### config.mk
export PLATFORM = sky130hd
export DESIGN_NAME = rc_run_coproc
export DESIGN_NICKNAME = d
export VERILOG_FILES = /design/src/rtl/rc_pkg.sv /design/src/rtl/rc_cmd_decode.sv /design/src/rtl/rc_run_ctrl.sv /design/src/rtl/rc_perf_counters.sv /design/src/rtl/rc_run_coproc.sv
export SDC_FILE = /design/constraint.sdc
export NUM_CORES = 1
export LEC_CHECK = 0
export ABC_AREA = 1
export BUFFER_PORTS_ARGS = -buffer_cell sky130_fd_sc_hd__buf_2
export CAP_MARGIN = 20
export CORE_MARGIN = 8
export CORE_UTILIZATION = 39
export CTS_BUF_LIST = sky130_fd_sc_hd__clkbuf_4 sky130_fd_sc_hd__clkbuf_8
export DETAILED_ROUTE_END_ITERATION = 10
export SYNTH_ARGS = -nofsm -noshare
export SYNTH_HDL_FRONTEND = slang
export SYNTH_SLANG_ARGS = --single-unit
### constraint.sdc
create_clock -name clk -period 1.9 [get_ports clk]
set_input_delay 0.095 -clock clk [delete_from_list [all_inputs] [get_ports clk]]
set_output_delay 0.095 -clock clk [all_outputs]
set_load 0.1 [all_outputs]
### src/rtl/rc_pkg.sv
package rc_pkg;
    localparam int unsigned XLEN = 32;
    localparam logic [31:0] HALT_WORD = 32'h4080_0000;

    localparam logic [2:0] TGT_IMEM_WR = 3'd0;
    localparam logic [2:0] TGT_DMEM_WR = 3'd1;
    localparam logic [2:0] TGT_COPROC  = 3'd2;
    localparam logic [2:0] TGT_IMEM_RD = 3'd3;
    localparam logic [2:0] TGT_DMEM_RD = 3'd4;

    localparam logic [31:0] CP_CMD    = 32'd0;
    localparam logic [31:0] CP_ARG    = 32'd1;
    localparam logic [31:0] CP_BUDGET = 32'd2;

    localparam logic [31:0] OP_STOP    = 32'd0;
    localparam logic [31:0] OP_START   = 32'd1;
    localparam logic [31:0] OP_LOAD_PC = 32'd2;
    localparam logic [31:0] OP_START_T = 32'd3;
    localparam logic [31:0] OP_RD_CYC  = 32'd4;
    localparam logic [31:0] OP_RD_INS  = 32'd5;

    localparam logic [3:0] RSP_MEM = 4'h1;
    localparam logic [3:0] RSP_CNT = 4'h2;
    localparam logic [3:0] RSP_ERR = 4'hE;

    typedef enum logic [3:0] {
        ACT_NONE, ACT_MEM_WR, ACT_MEM_RD, ACT_ARG_WR, ACT_BUD_WR, ACT_LOAD_PC,
        ACT_START, ACT_START_T, ACT_STOP, ACT_RD_CYC, ACT_RD_INS, ACT_ERR
    } act_e;
endpackage

### src/rtl/rc_cmd_decode.sv
module rc_cmd_decode #(
    parameter int unsigned AW = 10
) (
    input  logic          cmd_valid,
    input  logic [2:0]    cmd_target,
    input  logic [31:0]   cmd_addr,
    input  logic [31:0]   cmd_data,
    input  logic          running,
    input  logic          budget_zero,
    output rc_pkg::act_e  act,
    output logic          is_dmem
);
    import rc_pkg::*;

    logic in_range;
    assign in_range = (cmd_addr[1:0] == 2'b00) && ((cmd_addr >> (AW + 2)) == 32'd0);

    always_comb begin
        act     = ACT_NONE;
        is_dmem = 1'b0;
        if (cmd_valid) begin
            case (cmd_target)
                TGT_IMEM_WR, TGT_DMEM_WR: begin
                    is_dmem = (cmd_target == TGT_DMEM_WR);
                    act     = (in_range && !running) ? ACT_MEM_WR : ACT_ERR;
                end
                TGT_IMEM_RD, TGT_DMEM_RD: begin
                    is_dmem = (cmd_target == TGT_DMEM_RD);
                    act     = (in_range && !running) ? ACT_MEM_RD : ACT_ERR;
                end
                TGT_COPROC: begin
                    case (cmd_addr)
                        CP_ARG:    act = running ? ACT_ERR : ACT_ARG_WR;
                        CP_BUDGET: act = running ? ACT_ERR : ACT_BUD_WR;
                        CP_CMD: begin
                            case (cmd_data)
                                OP_STOP:    act = ACT_STOP;
                                OP_START:   act = running ? ACT_ERR : ACT_START;
                                OP_LOAD_PC: act = running ? ACT_ERR : ACT_LOAD_PC;
                                OP_START_T: act = (running || budget_zero) ? ACT_ERR : ACT_START_T;
                                OP_RD_CYC:  act = ACT_RD_CYC;
                                OP_RD_INS:  act = ACT_RD_INS;
                                default:    act = ACT_ERR;
                            endcase
                        end
                        default: act = ACT_ERR;
                    endcase
                end
                default: act = ACT_ERR;
            endcase
        end
    end
endmodule

### src/rtl/rc_run_ctrl.sv
module rc_run_ctrl #(
    parameter int unsigned BW = 32
) (
    input  logic          clk,
    input  logic          rst_n,
    input  logic          start,
    input  logic          start_timed,
    input  logic          stop_cmd,
    input  logic          cmd_seen,
    input  logic [BW-1:0] budget,
    input  logic          fetch_valid,
    input  logic [31:0]   fetch_word,
    output logic          running,
    output logic          irq
);
    import rc_pkg::*;

    typedef struct packed {
        logic          run;
        logic          timed;
        logic [BW-1:0] left;
        logic          irq;
    } run_st_t;

    run_st_t st_q, st_d;
    logic halt_hit, expire;

    always_comb begin
        st_d     = st_q;
        halt_hit = st_q.run && fetch_valid && (fetch_word == HALT_WORD);
        expire   = st_q.run && st_q.timed && (st_q.left == BW'(1));
        if (cmd_seen) st_d.irq = 1'b0;
        if (st_q.run && st_q.timed) st_d.left = st_q.left - BW'(1);
        if (start) begin
            st_d.run   = 1'b1;
            st_d.timed = 1'b0;
        end
        if (start_timed) begin
            st_d.run   = 1'b1;
            st_d.timed = 1'b1;
            st_d.left  = budget;
        end
        if (halt_hit || expire) begin
            st_d.run   = 1'b0;
            st_d.timed = 1'b0;
            st_d.irq   = 1'b1;
        end
        if (stop_cmd) begin
            st_d.run   = 1'b0;
            st_d.timed = 1'b0;
        end
    end

    always_ff @(posedge clk) begin
        if (!rst_n) st_q <= '0;
        else        st_q <= st_d;
    end

    assign running = st_q.run;
    assign irq     = st_q.irq;

    a_r6_halt_word_stops: assert property (@(posedge clk) disable iff (!rst_n)
        running && fetch_valid && (fetch_word == HALT_WORD) |=> !running && irq);
    a_r7_budget_never_zero: assert property (@(posedge clk) disable iff (!rst_n)
        st_q.run && st_q.timed |-> st_q.left != '0);
    a_r8_stop_halts: assert property (@(posedge clk) disable iff (!rst_n)
        stop_cmd |=> !running);
    a_r11_irq_holds: assert property (@(posedge clk) disable iff (!rst_n)
        irq && !cmd_seen |=> irq);
endmodule

### src/rtl/rc_perf_counters.sv
module rc_perf_counters #(
    parameter int unsigned CW = 32
) (
    input  logic          clk,
    input  logic          rst_n,
    input  logic          clear,
    input  logic          running,
    input  logic          retire,
    output logic [CW-1:0] cycles,
    output logic [CW-1:0] instrs
);
    typedef struct packed {
        logic [CW-1:0] cyc;
        logic [CW-1:0] ins;
    } cnt_st_t;

    cnt_st_t cnt_q, cnt_d;

    always_comb begin
        cnt_d = cnt_q;
        if (running)           cnt_d.cyc = cnt_q.cyc + CW'(1);
        if (running && retire) cnt_d.ins = cnt_q.ins + CW'(1);
        if (clear)             cnt_d = '0;
    end

    always_ff @(posedge clk) begin
        if (!rst_n) cnt_q <= '0;
        else        cnt_q <= cnt_d;
    end

    assign cycles = cnt_q.cyc;
    assign instrs = cnt_q.ins;

    a_r10_clear_on_start: assert property (@(posedge clk) disable iff (!rst_n)
        clear |=> cycles == '0 && instrs == '0);
    a_r9_cycles_step: assert property (@(posedge clk) disable iff (!rst_n)
        running && !clear |=> cycles == CW'($past(cycles) + CW'(1)));
    a_r9_idle_frozen: assert property (@(posedge clk) disable iff (!rst_n)
        !running && !clear |=> $stable(cycles) && $stable(instrs));
endmodule

### src/rtl/rc_run_coproc.sv
module rc_run_coproc #(
    parameter int unsigned AW = 10,
    parameter int unsigned CW = 32
) (
    input  logic          clk,
    input  logic          rst_n,
    input  logic          cmd_valid,
    input  logic [2:0]    cmd_target,
    input  logic [31:0]   cmd_addr,
    input  logic [31:0]   cmd_data,
    output logic          rsp_valid,
    output logic [3:0]    rsp_type,
    output logic [31:0]   rsp_addr,
    output logic [31:0]   rsp_data,
    output logic          hm_en,
    output logic          hm_we,
    output logic          hm_dmem,
    output logic [AW-1:0] hm_word,
    output logic [31:0]   hm_wdata,
    input  logic [31:0]   hm_rdata,
    output logic          core_run,
    output logic          core_pc_load,
    output logic [31:0]   core_pc_value,
    input  logic          core_fetch_valid,
    input  logic [31:0]   core_fetch_word,
    input  logic          core_retire,
    output logic          irq
);
    import rc_pkg::*;

    localparam int unsigned WLSB = 2;
    localparam int unsigned WMSB = AW + WLSB - 1;

    typedef struct packed {
        logic [XLEN-1:0] arg;
        logic [XLEN-1:0] budget;
        logic            rv;
        logic [3:0]      rt;
        logic [31:0]     ra;
        logic [XLEN-1:0] rd;
    } top_st_t;

    top_st_t st_q, st_d;
    act_e    act;
    logic    is_dmem;
    logic    running;
    logic [CW-1:0] cycles, instrs;

    rc_cmd_decode #(.AW(AW)) u_dec (
        .cmd_valid  (cmd_valid),
        .cmd_target (cmd_target),
        .cmd_addr   (cmd_addr),
        .cmd_data   (cmd_data),
        .running    (running),
        .budget_zero(st_q.budget == '0),
        .act        (act),
        .is_dmem    (is_dmem)
    );

    rc_run_ctrl #(.BW(XLEN)) u_run (
        .clk        (clk),
        .rst_n      (rst_n),
        .start      (act == ACT_START),
        .start_timed(act == ACT_START_T),
        .stop_cmd   (act == ACT_STOP),
        .cmd_seen   (cmd_valid),
        .budget     (st_q.budget),
        .fetch_valid(core_fetch_valid),
        .fetch_word (core_fetch_word),
        .running    (running),
        .irq        (irq)
    );

    rc_perf_counters #(.CW(CW)) u_cnt (
        .clk    (clk),
        .rst_n  (rst_n),
        .clear  ((act == ACT_START) || (act == ACT_START_T)),
        .running(running),
        .retire (core_retire),
        .cycles (cycles),
        .instrs (instrs)
    );

    always_comb begin
        st_d    = st_q;
        st_d.rv = 1'b0;
        st_d.ra = cmd_addr;
        case (act)
            ACT_ARG_WR: st_d.arg    = cmd_data;
            ACT_BUD_WR: st_d.budget = cmd_data;
            ACT_MEM_RD: begin st_d.rv = 1'b1; st_d.rt = RSP_MEM; st_d.rd = hm_rdata;       end
            ACT_RD_CYC: begin st_d.rv = 1'b1; st_d.rt = RSP_CNT; st_d.rd = XLEN'(cycles); end
            ACT_RD_INS: begin st_d.rv = 1'b1; st_d.rt = RSP_CNT; st_d.rd = XLEN'(instrs); end
            ACT_ERR:    begin st_d.rv = 1'b1; st_d.rt = RSP_ERR; st_d.rd = '0;            end
            default: ;
        endcase
    end

    always_ff @(posedge clk) begin
        if (!rst_n) st_q <= '0;
        else        st_q <= st_d;
    end

    assign hm_en         = (act == ACT_MEM_WR) || (act == ACT_MEM_RD);
    assign hm_we         = (act == ACT_MEM_WR);
    assign hm_dmem       = is_dmem;
    assign hm_word       = cmd_addr[WMSB:WLSB];
    assign hm_wdata      = cmd_data;
    assign core_run      = running;
    assign core_pc_load  = (act == ACT_LOAD_PC);
    assign core_pc_value = st_q.arg;
    assign rsp_valid     = st_q.rv;
    assign rsp_type      = st_q.rt;
    assign rsp_addr      = st_q.ra;
    assign rsp_data      = st_q.rd;

    a_r12_no_mem_while_running: assert property (@(posedge clk) disable iff (!rst_n)
        core_run && cmd_valid && (cmd_target != TGT_COPROC) |-> !hm_en);
    a_r3_misaligned_refused: assert property (@(posedge clk) disable iff (!rst_n)
        cmd_valid && (cmd_target != TGT_COPROC) && (cmd_addr[1:0] != 2'b00)
        |=> rsp_valid && rsp_type == RSP_ERR);
    a_r2_rsp_echoes_addr: assert property (@(posedge clk) disable iff (!rst_n)
        rsp_valid |-> rsp_addr == $past(cmd_addr));
endmodule

==> reports/qor.log <==
[status] outcome complete, but fails checks
[status] violations in the final reports setup timing
[cts] maximum number of buffers from clock root to sink 3
[place] number of placed instances with taps included 2553
[place] Final HPWL DP 30200 um
[routing] final routed DRC violation total 0
[place] input/output buffers 284
[critical_path] WP buf/inv 7
[cts] Clock Sinks 231
[global_routing] wire length of the first global-routing pass 67400 um
[yosys] proportion of synthesized chip area in sequential cells 0.366
[sta] Slew @ Worst Pin 0.543 ns
[sta] setup repair after global routing missed its margin true
[critical_path] data arrival time of the critical path 2.53 ns
[floorplanning] core area 0.0322 sq mm
[hold_path] terminating pin of the worst hold path u_cnt.instrs[3]
[floorplanning] number of placed I/O pins 285
[yosys] number of distinct library cell variants in the gate-level netlist after synthesis 48
[cts] number of buffers added by the clock tree synthesis step 42
[routing] DR pass1 iterations 6
[final_layout] Syn-to-layout area delta 57.5%
[routing] average wire per standard cell 17.4 um
[hold_path] startpoint of the tightest hold check path core_retire
[yosys] post-synth design cell area 0.0126 sq mm
[routing] number of vias after detailed routing 14.3k
[final_layout] fraction of final layout cells with drive strength greater than 1 0.415
[sta] final setup violation count 201
[yosys] flop and latch count out of synthesis 231
[place] routability-driven placement congestion ratio 0.926
[critical_path] largest incremental delay on the critical path 0.33 ns
[critical_path] most common cell type on the critical path sky130_fd_sc_hd__nand2_2
[floorplanning] number of standard-cell rows in the floorplan 66
[yosys] leading register cell type out of synthesis sky130_fd_sc_hd__dfxtp_1
[critical_path] Worst path top cell family by delay simple AND/OR/NAND/NOR gates
[sta] Slew Limit Headroom 0.638
[sta] slack of the critical path -0.730 ns
[routing] drt initial violations 1240
[cts] register clock-pin slew on the reported worst setup and hold paths 0.06 ns
[hold_path] hold path cells 6
[critical_path] reg2reg path depth 21
[critical_path] endpoint of the worst-slack reg-to-reg timing path st_q[87]
[power] power per cell area 633 mW/mm^2
[critical_path] crit-path cells inv_2 > nand2_2 > nor3_4 > nand2_2 > nor2_4 > nand2_2 > nand3_2 > nand3_2 > nand2_2 > a21oi_4 > buf_4 > buf_6 > buf_6 > inv_4 > buf_6 > nor2_4 > buf_12
[cts] number of H-tree levels 2
[sta] worst-case hold slack 0.0612 ns
[cts] cell at the root of the clock tree sky130_fd_sc_hd__clkbuf_8
[yosys] proportion of register bits with asynchronous set or reset after synthesis 0
[sta] Achievable Freq 380 MHz
[floorplanning] Die X-Extent 196 um
[power] IR drop worst, VDD 0.000357 V
[routing] post-route ant nets 0
[floorplanning] Starting Density 0.392
[global_routing] initial antenna violation count 2
[global_routing] largest net degree at the start of global routing 66
[critical_path] startpoint of the worst register-to-register path st_q[70]
[critical_path] kind of critical path register to output port
[critical_path] CP endpoint kind output port
[critical_path] Critical Path Slowest Stage Cell sky130_fd_sc_hd__dfxtp_2
[power] reported leakage power 9.07 nW
[global_routing] vias in the first global route 13.0k
[global_routing] Total GRT Usage 0.211
[routing] Total Wirelength 48900 um
[yosys] Post-Synthesis Mean Instance Area 6.98 sq um
[yosys] number of instances in the synthesized netlist 1809
[critical_path] WP data required 1.80 ns
[hold_path] class of the most critical hold timing path input port to register
[final_layout] Layout Cells excl Fill 2807
[final_layout] number of filler instances in the final layout 2712
[routing] post-detailed-route via-to-cell ratio 5.11
[sta] final clock skew 0.0169 ns
[cts] CTS tree done
[floorplanning] DIE HEIGHT 196 um
[sta] final worst path period share 1.38
[sta] Slew Viols, Final 0
[sta] Period minus WS final 2.63 ns
[critical_path] crit-path max FO 3
[critical_path] reg-to-reg setup timing slack -0.63 ns
[floorplanning] area of the die 0.0384 sq mm
[yosys] number of enable-type register cells in the synthesized netlist 0
[flow_run] count of max-cap constraint violations 0
[cts] Clk Latency, worst-skew pair 0.56 ns
[critical_path] category of the worst setup path launch point register
[yosys] Yosys warning count 0
[yosys] synthesized netlist net count 1949
[sta] Hold Violations, Final 0
[global_routing] Overflow after GRT 0
[final_layout] final net count 2509
==> metrics by stage <==
step	TNS (ns)	area (sq um)	setup WS [ns]	util	total power, mW
after floorplan	-13.24	12700	-0.348	-	6.69
after global placement	-106.12	15600	-0.668	0.485	7.15
after detailed placement	-108.89	15600	-0.726	0.485	7.16
after CTS	-50.92	18000	-0.765	0.559	12.4
after global routing	-88.61	19900	-0.846	0.617	13.0
final	-66.80	19900	-0.730	0.617	12.6
==> power by group <==
| group | switching, mW | total, mW | internal [mW] | leakage [nW] |
|---|---|---|---|---|
| logic | 1.76 | 2.56 | 0.798 | 6.72 |
| clock network | 2.19 | 5.06 | 2.87 | 0.468 |
| registers | 0.0383 | 4.97 | 4.93 | 1.88 |
==> repair_timing <==
item,CTS,global route
gates cloned,3,33
pin swaps,24,89
hold buffers,111,0
hold endpoints to repair,131,0
buffers inserted,8,32
setup endpoints to repair,201,201
resized for setup,88,250
==> cells by family (layout without fill, tap and decap cells) <==
| logic type | count (synthesis) | after routing | share of synthesized area |
|---|---|---|---|
| adders and majority gates | 4 | 4 | 0.00396 |
| AOI/OAI and AO/OA | 184 | 184 | 0.0809 |
| xor gates and xnor gates | 63 | 63 | 0.0437 |
| buffers and inverters | 388 | 972 | 0.167 |
| DFF | 231 | 231 | 0.366 |
| other | 0 | 3 | 0 |
| and+or+nand+nor | 939 | 942 | 0.339 |
==> cells in the mapped netlist (30+ instances only) <==
master | n | area share
sky130_fd_sc_hd__nor2_1 | 324 | 0.096
sky130_fd_sc_hd__nand2_1 | 271 | 0.081
sky130_fd_sc_hd__dfxtp_1 | 231 | 0.37
sky130_fd_sc_hd__nand3_1 | 166 | 0.066
sky130_fd_sc_hd__buf_4 | 151 | 0.090
sky130_fd_sc_hd__inv_1 | 143 | 0.043
sky130_fd_sc_hd__o21ai_0 | 72 | 0.029
sky130_fd_sc_hd__nand4_1 | 64 | 0.032
sky130_fd_sc_hd__a21oi_1 | 52 | 0.021
sky130_fd_sc_hd__xor2_1 | 42 | 0.029
sky130_fd_sc_hd__buf_2 | 40 | 0.016
sky130_fd_sc_hd__nor3_1 | 37 | 0.015
sky130_fd_sc_hd__a31oi_1 | 34 | 0.017
sky130_fd_sc_hd__clkbuf_1 | 30 | 0.0089
==> how the worst max path moves through the flow <==
stage,start,endpoint,slack [ns],depth (start not counted)
floorplan,cmd_data[31],hm_en,-0.35,18
global route,st_q[70],hm_en,-0.85,15
CTS,st_q[69],hm_en,-0.77,15
finish,st_q[70],core_pc_load,-0.73,17
global placement,cmd_data[16],rsp_data[8],-0.67,21
detailed placement,cmd_data[12],rsp_data[8],-0.73,21
==> layout by cell type (no fill, tap or decap), types with 34 or more instances in the layout <==
cell / n
sky130_fd_sc_hd__clkbuf_8: 54
sky130_fd_sc_hd__nand2_1: 248
sky130_fd_sc_hd__dfxtp_1: 222
sky130_fd_sc_hd__a31oi_1: 34
sky130_fd_sc_hd__nand3_1: 116
sky130_fd_sc_hd__inv_1: 132
sky130_fd_sc_hd__buf_2: 281
sky130_fd_sc_hd__dlygate4sd3_1: 111
sky130_fd_sc_hd__o21ai_0: 40
sky130_fd_sc_hd__nand3_2: 48
sky130_fd_sc_hd__buf_4: 257
sky130_fd_sc_hd__nor2_1: 289
sky130_fd_sc_hd__nand4_1: 64
sky130_fd_sc_hd__xor2_1: 41
==> cell type report <==
cell class	count	area [sq um]	area share
multi-input cells	1193	7080	0.356
inverters	162	636	0.0320
well taps	408	510	0.0257
repair buffers	739	6120	0.308
flip-flops and latches	231	4640	0.233
clock inverters	7	66.3	0.00334
clock buffers	64	818	0.0412
diodes	3	7.51	0.000378
==> layer usage <==
metal | vias up | part of all wire | track usage
met5 | - | 0 | 0
met3 | 108 | 0.082 | 0.0406
met4 | 0 | 0.023 | 0.0576
li1 | 6873 | - | -
met2 | 651 | 0.47 | 0.357
met1 | 6702 | 0.42 | 0.272
==> flip-flops by register name (all words and copies together), names as in the netlist <==
| name | cells |
|---|---|
| rsp_data | 32 |
| rsp_addr | 32 |
| st_q | 32 |
| u_run.irq | 1 |
| u_run.st_q | 33 |
| u_run.running | 1 |
| core_pc_value | 32 |
| rsp_type | 3 |
| u_cnt.cycles | 32 |
| u_cnt.instrs | 32 |
| rsp_valid | 1 |
==> tightest hold or removal path, stage by stage <==
cell	delay, ns
sky130_fd_sc_hd__buf_2	0.13
sky130_fd_sc_hd__nand2_8	0.08
sky130_fd_sc_hd__nor2_4	0.03
sky130_fd_sc_hd__nand3_2	0.08
sky130_fd_sc_hd__xor2_1	0.07
sky130_fd_sc_hd__nor2_1	0.09
No activity file was read; power rests on OpenSTA's default activity.
